--- config.mk ---
export PLATFORM = sky130hd
export DESIGN_NAME = swBitShifter
export DESIGN_NICKNAME = d
export VERILOG_FILES = /design/src/rtl/swBitPkg.sv /design/src/rtl/swBitCtrl.sv /design/src/rtl/swBitPath.sv /design/src/rtl/swBitShifter.sv
export SDC_FILE = /design/constraint.sdc
export NUM_CORES = 1
export LEC_CHECK = 0
export BUFFER_PORTS_ARGS = -buffer_cell sky130_fd_sc_hd__buf_2
export CELL_PAD_IN_SITES_DETAIL_PLACEMENT = 0
export CELL_PAD_IN_SITES_GLOBAL_PLACEMENT = 1
export CORE_MARGIN = 1
export CORE_UTILIZATION = 48
export CTS_CLUSTER_SIZE = 14
export DETAILED_ROUTE_END_ITERATION = 10
export PLACE_DENSITY = 0.82
export SETUP_SLACK_MARGIN = 0.02
export SLEW_MARGIN = 10
export SYNTH_ARGS = -nofsm -noshare
export SYNTH_HDL_FRONTEND = slang
export SYNTH_HIERARCHICAL = 1
export SYNTH_SLANG_ARGS = --single-unit
--- constraint.sdc ---
create_clock -name clk -period 4.75 [get_ports clk]
set_clock_uncertainty 0.05 [all_clocks]
set_input_delay 0.2375 -clock clk [delete_from_list [all_inputs] [get_ports clk]]
set_output_delay 0.2375 -clock clk [all_outputs]
set_load 0.02 [all_outputs]
--- src/rtl/swBitPkg.sv ---
package swBitPkg;
  typedef enum logic [1:0] {
    ST_IDLE,
    ST_LOW,
    ST_HIGH,
    ST_DONE
  } stateT;

  typedef struct packed {
    logic loadByte;
    logic nextBit;
    logic sample;
    logic lastBit;
  } strobeT;
endpackage

--- src/rtl/swBitCtrl.sv ---
module swBitCtrl
  import swBitPkg::*;
#(
  parameter int CNT_W  = 16,
  parameter int DLY_W  = 8,
  parameter int RAW_W  = 6,
  parameter int BYTE_W = 8
) (
  input  logic             clk,
  input  logic             rstN,
  input  logic             start,
  input  logic             lineMode,
  input  logic             capDir,
  input  logic [CNT_W-1:0] bitCount,
  input  logic [DLY_W-1:0] halfDelay,
  input  logic             fastClk,
  output strobeT           strb,
  output logic             byteTake,
  output logic             busy,
  output logic             done,
  output logic             swclk,
  output logic             swoe
);
  localparam int IDX_W   = $clog2(BYTE_W);
  localparam int RAW_MAX = 1 << RAW_W;

  stateT            state;
  logic [DLY_W-1:0] phaseCnt;
  logic [DLY_W-1:0] hLat;
  logic [CNT_W-1:0] bitsLeft;
  logic [IDX_W-1:0] bitIdx;
  logic             capLat;

  logic [RAW_W-1:0] rawField;
  logic [CNT_W-1:0] total;
  logic [DLY_W-1:0] phaseNow;
  logic [IDX_W-1:0] bitIdxInc;
  logic accept, capNow, endHigh, contNext, firstBit;

  always_comb begin
    rawField  = bitCount[RAW_W-1:0];
    total     = lineMode ? bitCount
              : ((rawField == '0) ? CNT_W'(RAW_MAX) : CNT_W'(rawField));
    phaseNow  = fastClk ? '0 : halfDelay;
    accept    = start && (state == ST_IDLE || state == ST_DONE);
    capNow    = !lineMode && capDir;
    endHigh   = (state == ST_HIGH) && (phaseCnt == '0);
    contNext  = endHigh && (bitsLeft != CNT_W'(1));
    firstBit  = accept && (total != '0);
    bitIdxInc = bitIdx + 1'b1;
    strb.loadByte = (firstBit && !capNow) ||
                    (contNext && !capLat && bitIdxInc == '0);
    strb.nextBit  = contNext && !capLat && (bitIdxInc != '0);
    strb.sample   = (state == ST_LOW) && (phaseCnt == '0) && capLat;
    strb.lastBit  = (bitsLeft == CNT_W'(1));
    byteTake = strb.loadByte;
    busy     = (state == ST_LOW) || (state == ST_HIGH);
    done     = (state == ST_DONE);
    swoe     = !(busy && capLat);
  end

  always_ff @(posedge clk or negedge rstN) begin
    if (!rstN) begin
      state    <= ST_IDLE;
      phaseCnt <= '0;
      hLat     <= '0;
      bitsLeft <= '0;
      bitIdx   <= '0;
      capLat   <= 1'b0;
      swclk    <= 1'b1;
    end else begin
      unique case (state)
        ST_IDLE, ST_DONE: begin
          if (accept) begin
            capLat   <= capNow;
            hLat     <= phaseNow;
            bitsLeft <= total;
            bitIdx   <= '0;
            phaseCnt <= phaseNow;
            if (total == '0) begin
              state <= ST_DONE;
            end else begin
              state <= ST_LOW;
              swclk <= 1'b0;
            end
          end else begin
            state <= ST_IDLE;
          end
        end
        ST_LOW: begin
          if (phaseCnt == '0) begin
            state    <= ST_HIGH;
            swclk    <= 1'b1;
            phaseCnt <= hLat;
          end else begin
            phaseCnt <= phaseCnt - 1'b1;
          end
        end
        ST_HIGH: begin
          if (phaseCnt == '0) begin
            bitIdx   <= bitIdxInc;
            bitsLeft <= bitsLeft - 1'b1;
            if (bitsLeft == CNT_W'(1)) begin
              state <= ST_DONE;
            end else begin
              state    <= ST_LOW;
              swclk    <= 1'b0;
              phaseCnt <= hLat;
            end
          end else begin
            phaseCnt <= phaseCnt - 1'b1;
          end
        end
        default: state <= ST_IDLE;
      endcase
    end
  end

  AST_IDLE_CLK_HIGH: assert property (@(posedge clk) disable iff (!rstN)
    !busy |-> (swclk && swoe));
  AST_OE_STEADY: assert property (@(posedge clk) disable iff (!rstN)
    busy && $past(busy) |-> $stable(swoe));
  AST_DONE_SINGLE: assert property (@(posedge clk) disable iff (!rstN)
    done && !start |=> !done);
  AST_BUSY_TO_DONE: assert property (@(posedge clk) disable iff (!rstN)
    $fell(busy) |-> done);
  AST_START_IGNORED: assert property (@(posedge clk) disable iff (!rstN)
    busy && start |=> (busy || done));
endmodule

--- src/rtl/swBitPath.sv ---
module swBitPath
  import swBitPkg::*;
#(
  parameter int BYTE_W = 8
) (
  input  logic              clk,
  input  logic              rstN,
  input  strobeT            strb,
  input  logic              swclk,
  input  logic [BYTE_W-1:0] byteIn,
  input  logic              swdi,
  output logic              swdo,
  output logic [BYTE_W-1:0] byteOut,
  output logic              byteValid
);
  localparam int IDX_W = $clog2(BYTE_W);
  localparam logic [IDX_W-1:0] TOP_IDX = IDX_W'(BYTE_W - 1);

  logic [BYTE_W-1:0] shReg;
  logic [BYTE_W-1:0] capReg;
  logic [BYTE_W-1:0] nextCap;
  logic [IDX_W-1:0]  fill;
  logic              flush;

  always_comb begin
    nextCap = {swdi, capReg[BYTE_W-1:1]};
    flush   = strb.sample && ((fill == TOP_IDX) || strb.lastBit);
  end

  always_ff @(posedge clk or negedge rstN) begin
    if (!rstN) begin
      shReg <= '0;
      swdo  <= 1'b1;
    end else if (strb.loadByte) begin
      shReg <= byteIn;
      swdo  <= byteIn[0];
    end else if (strb.nextBit) begin
      shReg <= shReg >> 1;
      swdo  <= shReg[1];
    end
  end

  always_ff @(posedge clk or negedge rstN) begin
    if (!rstN) begin
      capReg    <= '0;
      fill      <= '0;
      byteOut   <= '0;
      byteValid <= 1'b0;
    end else begin
      byteValid <= 1'b0;
      if (flush) begin
        byteOut   <= nextCap >> (TOP_IDX - fill);
        byteValid <= 1'b1;
        capReg    <= '0;
        fill      <= '0;
      end else if (strb.sample) begin
        capReg <= nextCap;
        fill   <= fill + 1'b1;
      end
    end
  end

  AST_SWDO_HOLD_HIGH: assert property (@(posedge clk) disable iff (!rstN)
    swclk && $past(swclk) |-> $stable(swdo));
  AST_VALID_AFTER_SAMPLE: assert property (@(posedge clk) disable iff (!rstN)
    byteValid |-> $past(strb.sample));
endmodule

--- src/rtl/swBitShifter.sv ---
module swBitShifter
  import swBitPkg::*;
#(
  parameter int CNT_W  = 16,
  parameter int DLY_W  = 8,
  parameter int RAW_W  = 6,
  parameter int BYTE_W = 8
) (
  input  logic              clk,
  input  logic              rstN,
  input  logic              start,
  input  logic              lineMode,
  input  logic              capDir,
  input  logic [CNT_W-1:0]  bitCount,
  input  logic [DLY_W-1:0]  halfDelay,
  input  logic              fastClk,
  input  logic [BYTE_W-1:0] byteIn,
  output logic              byteTake,
  output logic [BYTE_W-1:0] byteOut,
  output logic              byteValid,
  output logic              busy,
  output logic              done,
  output logic              swclk,
  output logic              swdo,
  input  logic              swdi,
  output logic              swoe
);
  strobeT strb;

  swBitCtrl #(
    .CNT_W(CNT_W), .DLY_W(DLY_W), .RAW_W(RAW_W), .BYTE_W(BYTE_W)
  ) i_ctrl (
    .clk(clk), .rstN(rstN), .start(start), .lineMode(lineMode),
    .capDir(capDir), .bitCount(bitCount), .halfDelay(halfDelay),
    .fastClk(fastClk), .strb(strb), .byteTake(byteTake), .busy(busy),
    .done(done), .swclk(swclk), .swoe(swoe)
  );

  swBitPath #(.BYTE_W(BYTE_W)) i_path (
    .clk(clk), .rstN(rstN), .strb(strb), .swclk(swclk), .byteIn(byteIn),
    .swdi(swdi), .swdo(swdo), .byteOut(byteOut), .byteValid(byteValid)
  );
endmodule

== Word-level counts from Yosys, hierarchy flattened ==
Cells that the tools add are included.
W data, S select, Z words.

* Bits in registers: 68
* Bits in latches: 0
* RAM bits: 0
* ROM bits: 0
* Output and inout bits: 15
* Memories: 0

* Add/sub/neg operators: 5
* Multipliers: 0
* Divide/modulo/power cells: 0
* Order comparisons: 0
* Eq/ne operators: 12
* Shift operators: 1
* Mux-type cells: 35
* Bitwise operators: 0
* Reduce and logical (&&, ||, !) cells: 37

{| class="wikitable"
|+ Operators by type and width
! operator !! number
|-
| $mux W8 || 9
|-
| $mux W16 || 3
|-
| $pmux W16 S2 || 1
|-
| $pmux W8 S3 || 1
|-
| $eq A16 B1 Y1 const B || 1
|-
| $logic_not A16 Y1 || 1
|-
| $ne A16 B1 Y1 const B || 1
|-
| $reduce_bool A16 Y1 || 1
|-
| $sub A16 B1 Y16 const B || 1
|-
| $logic_and A1 B1 Y1 || 13
|-
| $mux W3 || 4
|-
| $mux W2 || 5
|-
| $logic_not A8 Y1 || 1
|-
| $mux W1 || 8
|-
| $shr A8 B3 Y8 || 1
|-
| $sub A8 B1 Y8 const B || 1
|-
| $mux W7 || 1
|-
| $add A3 B1 Y3 const B || 2
|-
| $logic_not A6 Y1 || 1
|-
| $ne A2 B2 Y1 const B || 3
|-
| $pmux W2 S3 || 1
|-
| $pmux W3 S2 || 1
|-
| $reduce_and A2 Y1 || 3
|-
| $reduce_bool A2 Y1 || 3
|-
| other kinds (15) || 23
|}

== Depth between registers and ports, before layout ==
Gate-level depths: netlist of run 1.

* Word-level depth: 8
* Mapped depth: 10

== Hierarchy ==
The synthesis of run 1 kept the hierarchy.

{| class="wikitable"
|+ By module, submodules not included
! module !! times used !! cells an instance !! area each (um^2) !! seq. area each (um^2)
|-
| swBitCtrl || 1 || 289 || 2621.3 || 977.2
|-
| swBitPath || 1 || 120 || 1295.0 || 676.9
|}

== Worst setup path before layout of run 1 ==
OpenSTA, ideal clock, no wires.

* Kind: flip-flop to flip-flop
* Start: register i_ctrl.phaseCnt[2]
* End: register i_path.shReg[2]
* Library setup time: 0.136 ns
* Arrival: 2.669 ns
* Slack: 1.895 ns
* Cell stages (with the launch flop): 8
* Path buffers: 3
* Cell sequence: dfrtp_1 -> clkbuf_1 -> nor4_4 -> nand3_1 -> o41ai_1 -> buf_4 -> clkbuf_1 -> o21ai_0

* Cells in the longest elaborated chain, start to end: 7
* Elaborated cells between the ends (all ways): 9
* Those cells by class: mux: 1; reduce/logical: 8

{| class="wikitable"
|+ RTL lines
! element !! RTL line !! text
|-
| start, declared || swBitCtrl.sv:28 || <nowiki>logic [DLY_W-1:0] phaseCnt;</nowiki>
|-
| start signal, assigned || swBitCtrl.sv:79 || <nowiki>phaseCnt <= phaseNow;</nowiki>
|-
| start signal, assigned || swBitCtrl.sv:94 || <nowiki>phaseCnt <= hLat;</nowiki>
|-
| start signal, assigned || swBitCtrl.sv:96 || <nowiki>phaseCnt <= phaseCnt - 1'b1;</nowiki>
|-
| $logic_not A8 Y1 * || swBitCtrl.sv:47 || <nowiki>endHigh = (state == ST_HIGH) && (phaseCnt == '0);</nowiki>
|-
| $logic_and A1 B1 Y1 * || swBitCtrl.sv:47 ||
|-
| $logic_and A1 B1 Y1 * || swBitCtrl.sv:48 || <nowiki>contNext = endHigh && (bitsLeft != CNT_W'(1));</nowiki>
|-
| $logic_and A1 B1 Y1 * (2 in series) || swBitCtrl.sv:52 || <nowiki>(contNext && !capLat && bitIdxInc == '0);</nowiki>
|-
| $logic_or A1 B1 Y1 * || swBitCtrl.sv:51 || <nowiki>strb.loadByte = (firstBit && !capNow) ||</nowiki>
|-
| via byteTake || swBitShifter.sv:18 || <nowiki>output logic byteTake,</nowiki>
|-
| $mux W8 / $reduce_bool A2 Y1 (equally long branches) || -- ||
|-
| end signal, assigned || swBitPath.sv:35 || <nowiki>shReg <= byteIn;</nowiki>
|-
| end signal, assigned || swBitPath.sv:38 || <nowiki>shReg <= shReg >> 1;</nowiki>
|-
| end, declared || swBitPath.sv:19 || <nowiki>logic [BYTE_W-1:0] shReg;</nowiki>
|}

Mark *: on every way through the listed nets, which the timed path passes. The rest lies on a longest branch.
A chain may end at the register's enable or synchronous reset.

==> results of run 1 <==
-- critical path, cell delays in order, from the launching register on --
cell and delay, ns:
dfrtp_1 0.43, inv_1 0.14, ha_1 0.26, nor3b_1 0.46
nand2_1 0.53, nor2_1 0.69, o21ai_1 0.37, inv_1 0.29
nand2_1 0.11, o21ai_0 0.18
-- worst paths after layout --
path,cells after the start,slack [ns],end
min in group clk,3,0.04,i_path/shReg[6]
max in group asynchronous,2,4.04,i_ctrl/bitsLeft[12]
max,9,1.17,i_path/byteOut[5]
min reg2reg,2,0.43,i_path/byteOut[4]
min,2,0.007,i_ctrl/bitsLeft[6]
max reg2reg,9,1.17,i_path/byteOut[5]
-- sequential cells by signal (all words and copies together) (netlist names) --
name,cells
i_path/swdo,1
i_path/byteValid,1
i_ctrl/bitsLeft,16
i_ctrl/hLat,8
i_path/shReg,7
i_ctrl/state,2
i_ctrl/swclk,1
i_path/byteOut,8
i_ctrl/phaseCnt,8
i_ctrl/bitIdx,3
i_path/capReg,7
i_path/fill,3
i_ctrl/capLat,1
-- cells in the final DEF, fill, tap and decap left out, types with 10 or more instances in the layout --
master   Yosys  routed
a21oi_1     14      14
buf_2        1      53
dfrtp_1     64      64
ha_1        11      11
inv_1       22      22
mux2_2      11      11
mux2i_1     21      21
nand2_1     37      37
nand3_1     12      12
nor2_1      25      25
nor3_1      10      10
o21ai_0     32      32
-- kinds of logic after synthesis --
logic type | synth area share, %
AO/OA/AOI/OAI | 18.6
XOR/XNOR | 0.671
adder cells (fa/ha/maj) | 3.51
buffers and inverters | 4.82
flip-flops | 42.2
multiplexers | 10.9
AND/OR/NAND/NOR | 19.2
-- area by class of cell --
type	count	area [µm²]	area share, %
Clock buffer	9	124	2.80
Clock inverter	7	70.1	1.58
Inverter	23	86.3	1.95
Multi-Input combinational cell	298	2090	47.1
Sequential cell	66	1650	37.3
Tap cell	102	128	2.88
Timing Repair Buffer	55	280	6.33
-- routing by layer --
metal | GRT usage [%] | part of all wire [%]
met1 | 34.8 | 46
met2 | 41.5 | 49
met3 | 4.27 | 4.3
met4 | 8.72 | 1.1
met5 | 0 | 0
-- synth_stat cells, types with 6 or more instances --
library cell and count:
nor4_1 9, o21ai_0 32, or4_1 6, nand2_1 37, a31oi_1 6, inv_1 22
dfrtp_1 64, o22ai_1 9, mux2i_1 21, nor2b_1 9, nor2_1 25, nand3_1 12
ha_1 11, mux2_2 11, a21oi_1 14, nand4_1 7, nor3_1 10, clkbuf_1 18
-- metrics by stage --
| stage | hold WS (ns) | cells |
|---|---|---|
| 5_1_grt | 0.0369 | 560 |
| 4_1_cts | 0.0320 | 560 |
| 3_5_place_dp | 0.403 | 544 |
| 2_1_floorplan | -0.108 | 409 |
| 3_3_place_gp | 0.397 | 544 |
| 6_report | 0.00737 | 560 |
-- power groups by stage --
| stage | Clock [µW] | Sequential (µW) | Combinational (µW) |
|---|---|---|---|
| floorplan | 0 | 852 | 559 |
| global placement | 0 | 905 | 687 |
| detailed placement | 0 | 912 | 711 |
| CTS | 486 | 902 | 720 |
| global route | 507 | 930 | 803 |
| finish | 475 | 909 | 721 |
==> metrics.yaml, run 1 <==
synth:
  yosys-top-cells-area: "dfrtp_1, mux2i_1, o21ai_0"
  yosysSeqAreaShare_pct: 42.2
  ys_types: 66
  yosysTopAreaCellShare_pct: 40.9
  yosysWarnings: 6
  syn-cell-area_um2: 3920
  ys.flop_type: "dfrtp_1"
  syn_area_per_cell_um2: 9.58
  synth_edf_count: 0
  ys_ff_latch: 66
  async_flop_share_pct: 100
  syn_inst: 409
  synth_area_leader_cell: "dfrtp_1"
  syn_nets: 459
placement:
  hpwl_mm: 7.13
  gp_congestion: 0.830
  place_ws_ns: 1.23
  io_buffers: 53
  place_area_um2: 4240
power:
  p_per_area_nw_per_um2: 475
  irDropWorstVdd_mv: 0.212
  p_int_uw: 1280
  total_power_uw: 2100
  switching_share_pct: 39.1
  p_sw_uw: 824
  pwr-share-clk_pct: 22.6
  power_frac_seq_pct: 43.2
  p_leak_uw: 0.00187
  combPwrFrac_pct: 34.3
sta:
  setup_viol_count_final: 0
  min_period_over_period_pct: 75.3
  tightest_slew_ns: 1.12
  maxSlewViolCount: 0
  setup_ws_ns: 1.17
  relSlewSlack_pct: 24.9
  rsz0062_at_grt: "false"
  fin_tns_setup_ns: 0
  fin_crit_ns: 3.58
  hold_viol: 0
  timing.fmax_mhz: 279
floorplanning:
  die_width_um: 92.3
  dieArea_um2: 8520
  floorplan.rows: 32
  design.core.area_um2: 7810
  io_pins: 54
  die_h_um: 92.3
  start_util_pct: 50.2
clocking:
  htree_levels: 3
  cts_resized: 0
  cts_inserted_buffers: 9
  clk_latency_ns: 0.34
  post_cts_buffers: 0
  tritoncts: "done"
  ctsHoldBuffers: 0
  clockBufferDepth: 2
  clock_sinks: 66
  cts_root_buf: "clkbuf_8"
  clk_pin_slew_ns: 0.08
worst_setup_path:
  reg2reg_from: "i_ctrl/phaseCnt[0]"
  setup.worst_path.end_class: "register"
  critical_path_class: "reg2reg"
  cp.arrival_ns: 3.79
  cp_max_fo: 17
  setup.worst_path.start: "i_ctrl/phaseCnt[0]"
  critPathLaunchType: "register"
  worstPathRequired_ns: 4.96
min_path:
  hold_class: "in2async"
global_route:
  first_global_vias: 3353
  antenna_found_initial: 0
  grt_pass1_wl_mm: 17.0
  grt_max_degree: 67
  track_usage_pct: 25.6
  grt.overflow.total: 0
detailed_routing:
  drtPass1Iterations: 4
  drcViolationCount: 0
  ant_nets: 0
  post_drt_via_cell_ratio: 6.05
  dr.first_iter.drc_count: 219
  finalWirelength_mm: 10.2
  vias: 3386
  wl_per_cell_um: 18.3
finish:
  postLayoutCoreUtil_pct: 56.7
  n_antenna_cell: 0
  drive_gt1_share_pct: 21.6
  nNetsFinal: 503
  final_area_um2: 4430
  area_delta_synth_final_pct: 13.1
  fillers: 751
status:
  outcome: "complete, no violations"
run:
  max_cap_viol_count: 0
No activity file was read; power rests on OpenSTA's default activity.
==> run 2: changes to the inputs <==
Settings changed: ABC_AREA set to 1, CORE_UTILIZATION 48 to 42, PLACE_DENSITY 0.82 to 0.78.
Clock period 4.75 ns to 3.5 ns, I/O delays scaled along.
==> run 2 against run 1 <==
Effect of this change:
- non-clock buffer count increased by 7
- synthesized cell count increased by 39%
- final area grew 5.8%
- critical path depth fell by 2
- via count rose by 11%
- sequential share of layout area is 2.0 points lower
- worst hold slack gained 0.010 ns
- worst setup slack got worse by 0.65 ns
- routed wire length decreased by 3.7%
- clock-buffer cell count grew 1
- combinational power increased by 94%
- area after synthesis up 2.8%
==> metrics.yaml, run 2 <==
status:
  outcome: "complete, no violations"
synth:
  synth_commonest_cells: "nand2_1, inv_1, nand3_1"
  synth_edf_count: 0
  yosys-top-cells-area: "dfrtp_1, nand2_1, nand3_1"
  ys_types: 36
  syn_inst: 570
  syn_area_per_cell_um2: 7.07
  yosysWarnings: 6
  async_flop_share_pct: 100
  syn-cell-area_um2: 4030
  synth.most_common_cell: "nand2_1"
  yosysSeqAreaShare_pct: 41.1
  syn_nets: 620
  ys_ff_latch: 66
  yosysTopAreaCellShare_pct: 39.8
  synth_area_leader_cell: "dfrtp_1"
  ys.flop_type: "dfrtp_1"
power:
  p_leak_uw: 0.00242
  switching_share_pct: 42.4
  p_per_area_nw_per_um2: 734
  p_sw_uw: 1460
  total_power_uw: 3440
  pwr-share-clk_pct: 23.8
  irDropWorstVdd_mv: 0.278
  p_int_uw: 1980
  combPwrFrac_pct: 40.6
  power_frac_seq_pct: 35.5
clocking:
  htree_levels: 3
  clk_pin_slew_ns: 0.08
  clk_latency_ns: 0.35
  post_cts_buffers: 0
  cts_resized: 0
  tritoncts: "done"
  cts_root_buf: "clkbuf_8"
  cts_inserted_buffers: 9
  clockBufferDepth: 2
  clock_sinks: 66
  ctsHoldBuffers: 5
detailed_routing:
  wl_per_cell_um: 13.0
  post_drt_via_cell_ratio: 4.96
  dr.first_iter.drc_count: 125
  vias: 3764
  ant_nets: 0
  drcViolationCount: 0
  drtPass1Iterations: 4
  finalWirelength_mm: 9.86
sta:
  setup_viol_count_final: 0
  maxSlewViolCount: 0
  timing.fmax_mhz: 336
  hold_viol: 0
  relSlewSlack_pct: 47.1
  min_period_over_period_pct: 85.1
  rsz0062_at_grt: "false"
  tightest_slew_ns: 0.793
  fin_crit_ns: 2.98
  fin_tns_setup_ns: 0
finish:
  layout_commonest_cell: "nand2_1"
  nNetsFinal: 674
  regMostFlops: "i_ctrl/bitsLeft"
  postLayoutCoreUtil_pct: 50.5
  regArea_um2: 1650
  drive_gt1_share_pct: 16.2
  largest_reg_flops: 16
  area_delta_synth_final_pct: 16.3
  final_area_um2: 4680
  layout_common_cells: "nand2_1, inv_1, nand3_1"
  fillers: 993
  multi_input_area_um2: 2000
floorplanning:
  die_h_um: 99.9
  design.core.area_um2: 9280
  die_width_um: 99.9
  floorplan.rows: 35
  io_pins: 54
  dieArea_um2: 9990
  start_util_pct: 43.4
worst_setup_path:
  cp_max_fo: 18
  critical_path_class: "reg2out"
  setup.worst_path.end_class: "primary output"
  cpMostUsedCell: "nand2_1"
  critPathLaunchType: "register"
  slowest_stage: "ha_1"
  crit_chain: "inv_1 -> ha_1 -> nand2_1 -> a21oi_1 -> nand2_1 -> o21ai_1 -> buf_2"
  worstPathRequired_ns: 3.27
  cp_slowest_stage_delay_ns: 0.60
  cp.arrival_ns: 2.75
global_route:
  antenna_found_initial: 1
  track_usage_pct: 21.6
  grt_max_degree: 34
  first_global_vias: 3661
  grt.overflow.total: 0
  grt_pass1_wl_mm: 16.9
placement:
  place_area_um2: 4380
  gp_congestion: 0.840
  hpwl_mm: 7.27
  io_buffers: 53
run:
  max_cap_viol_count: 0
min_path:
  hold_class: "in2reg"
run 2: per-stage QoR:
stage,hold slack [ns],worst slack (ns),std cells
2_1_floorplan,-0.171,0.977,570
3_3_place_gp,0.269,0.761,737
3_5_place_dp,0.250,0.647,737
4_1_cts,0.00684,0.525,758
5_1_grt,0.0107,0.209,758
6_report,0.0178,0.522,759
run 2: worst max-delay path: cells and delay by family, from the launching register on:
kind,cells,cell delay (ns)
simple gates,2,0.43
compound gates,2,0.63
flops,1,0.38
buf+inv,2,0.35
fa+ha+maj,1,0.60
run 2: cells by family (layout without fill, tap and decap cells):
| group | Yosys count | count (layout) | synth area share, % |
|---|---|---|---|
| xor gates and xnor gates | 4 | 4 | 0.870 |
| AOI/OAI and AO/OA | 92 | 92 | 12.6 |
| adders and majority gates | 11 | 11 | 3.42 |
| and+or+nand+nor | 305 | 305 | 32.7 |
| buffers and inverters | 92 | 151 | 9.38 |
| other | 0 | 1 | 0 |
| DFF | 66 | 66 | 41.1 |
run 2: power groups by stage:
stage	Clock [µW]	Sequential (µW)	Combinational (µW)
final	820	1220	1400
after floorplan	0	1180	1110
after CTS	837	1220	1400
after global placement	0	1230	1370
after detailed placement	0	1240	1390
after global routing	878	1260	1630
run 2: routing by layer:
metal  global-route usage [%]  up-vias  wire length, µm
met4                     6.90        0              137
li1                         -     1942                -
met1                     27.8     1745             4660
met2                     36.8       64             4750
met5                        0        -                0
met3                     3.62       13              315
run 2: final cells by class:
| type | count | area share, % |
|---|---|---|
| sequential | 66 | 35.3 |
| clock buffer | 10 | 2.94 |
| tap | 129 | 3.45 |
| clock inverter | 6 | 2.40 |
| antenna | 1 | 0.0534 |
| inverter | 73 | 5.88 |
| timing repair buffer | 62 | 7.37 |
| multi-input combinational | 412 | 42.6 |
run 2: worst paths after layout:
check	startpoint	end	slack, ns	cells after the start
min	byteIn[7]	i_path/shReg[7]	0.02	3
min reg2reg	i_ctrl/swclk	i_ctrl/swclk	0.42	2
max	i_ctrl/state[0]	byteTake	0.52	7
max in group asynchronous	rstN	i_path/swdo	2.21	3
max reg2reg	i_ctrl/state[0]	i_path/shReg[6]	0.61	11
min in group asynchronous	rstN	i_ctrl/bitsLeft[3]	0.41	2
==> run 3: changes to the inputs <==
Settings changed: PLACE_DENSITY 0.78 to 0.79.
==> run 3 against run 2 <==
Effect of this change:
- clock power fell by 9.9%
- non-clock buffer count rose by 2
- critical path depth did not move
- sequential cell count did not move
- maximum frequency barely moved
- global-route usage fell by 0.53 points
- via count rose by 0.43%
- sequential share of layout area rose by 0.085 points
- worst hold slack got worse by 0.0019 ns
- combinational power barely moved
==> metrics.yaml, run 3 (synthesis gave the netlist of run 2 again) <==
status:
  outcome: "complete, no violations"
sta:
  hold_viol: 0
  timing.fmax_mhz: 336
  min_period_over_period_pct: 85.1
  fin_tns_setup_ns: 0
  fin_crit_ns: 2.98
  rsz0062_at_grt: "false"
  maxSlewViolCount: 0
  relSlewSlack_pct: 51.7
  setup_viol_count_final: 0
  setup_ws_ns: 0.522
  tightest_slew_ns: 0.724
floorplanning:
  io_pins: 54
  die_width_um: 99.9
  dieArea_um2: 9990
  floorplan.rows: 35
  die_h_um: 99.9
  start_util_pct: 43.4
  design.core.area_um2: 9280
clocking:
  cts_root_buf: "clkbuf_8"
  clockBufferDepth: 2
  clock_sinks: 66
  htree_levels: 3
  clk_latency_ns: 0.35
  tritoncts: "done"
  clk_pin_slew_ns: 0.08
  cts_resized: 0
  post_cts_buffers: 0
  cts_inserted_buffers: 9
run:
  max_cap_viol_count: 0
worst_setup_path:
  critPathLaunchType: "register"
  critical_path_class: "reg2out"
  cp.arrival_ns: 2.75
  cpMostUsedCell: "nand2_1"
  cp_top_family: "compound AO/OA/AOI/OAI gates"
  crit_buf_inv: 2
  crit_chain: "inv_1 -> ha_1 -> nand2_1 -> a21oi_1 -> nand2_1 -> o21ai_1 -> buf_2"
  cp_slowest_stage_delay_ns: 0.61
  setup.worst_path.end_class: "primary output"
  slowest_stage: "ha_1"
  worstPathRequired_ns: 3.27
  cp_max_fo: 18
detailed_routing:
  ant_nets: 0
  drtPass1Iterations: 5
  post_drt_via_cell_ratio: 4.97
  finalWirelength_mm: 9.77
  drcViolationCount: 0
  wl_per_cell_um: 12.8
  vias: 3780
  dr.first_iter.drc_count: 125
finish:
  final_cell_count_no_fill: 760
  area_delta_synth_final_pct: 16.0
  largest_reg_flops: 16
  regMostFlops: "i_ctrl/bitsLeft"
  n_antenna_cell: 0
  layout_commonest_cell: "nand2_1"
  nNetsFinal: 676
  layout_common_cells: "nand2_1, inv_1, nand3_1"
  drive_gt1_share_pct: 16.3
  final_area_um2: 4670
global_route:
  antenna_found_initial: 0
  grt_pass1_wl_mm: 16.5
  grt_max_degree: 30
  grt.overflow.total: 0
  track_usage_pct: 21.0
  first_global_vias: 3542
min_path:
  hold_class: "in2reg"
placement:
  io_buffers: 53
  place_ws_ns: 0.589
  placedCellCount: 738
  hpwl_mm: 7.32
  gp_congestion: 0.811
  place_area_um2: 4390
power:
  total_power_uw: 3350
  p_per_area_nw_per_um2: 717
  irDropWorstVdd_mv: 0.293
  p_leak_uw: 0.00241
## run 3: final timing paths
kind	slack, ns	cells past startpoint	end	from
worst max-delay path	0.52	7	byteTake	i_ctrl/state[0]
worst min-delay path	0.02	3	i_path/shReg[6]	byteIn[6]
worst max register to register	0.61	11	i_path/shReg[1]	i_ctrl/state[0]
worst min register to register	0.41	2	i_ctrl/swclk	i_ctrl/swclk
max in group asynchronous	2.23	3	i_path/fill[0]	rstN
min in group asynchronous	0.37	2	i_ctrl/bitsLeft[2]	rstN
## run 3: where the power goes
part	internal (µW)	switching [µW]	total (µW)
clock	409	330	739
combinational	469	918	1390
sequential	1020	206	1220
total	1900	1450	3350
## run 3: per-stage QoR
step	hold slack, ns	util (%)
2_1_floorplan	-0.171	-
3_3_place_gp	0.217	47.3
3_5_place_dp	0.226	47.3
4_1_cts	0.00170	50.3
5_1_grt	0.0318	50.3
6_report	0.0158	50.3
## run 3: cell type report
class	instances	area, µm²
Clock buffer	9	124
Clock inverter	7	100
Fill cell	982	4610
Inverter	73	275
Multi-Input combinational cell	412	2000
Sequential cell	66	1650
Tap cell	129	161
Timing Repair Buffer	64	363
## run 3: repair_timing
action | 4_1_cts | 5_1_grt
hold buffers | 6 | 0
setup endpoints to repair | 0 | 0
endpoints found under the hold margin | 30 | 0
## run 3: per-layer routing
metal / GRT usage, % / up-vias / wire, µm
met3: 2.86 / 7 / 397
met1: 27.7 / 1758 / 4540
met5: 0 / - / 0
met2: 35.5 / 75 / 4730
li1: - / 1940 / -
met4: 7.47 / 0 / 103
## run 3: tightest hold or removal path, cell delays in order
cell	delay, ns
buf_2	0.08
nand2_1	0.04
o211ai_1	0.08
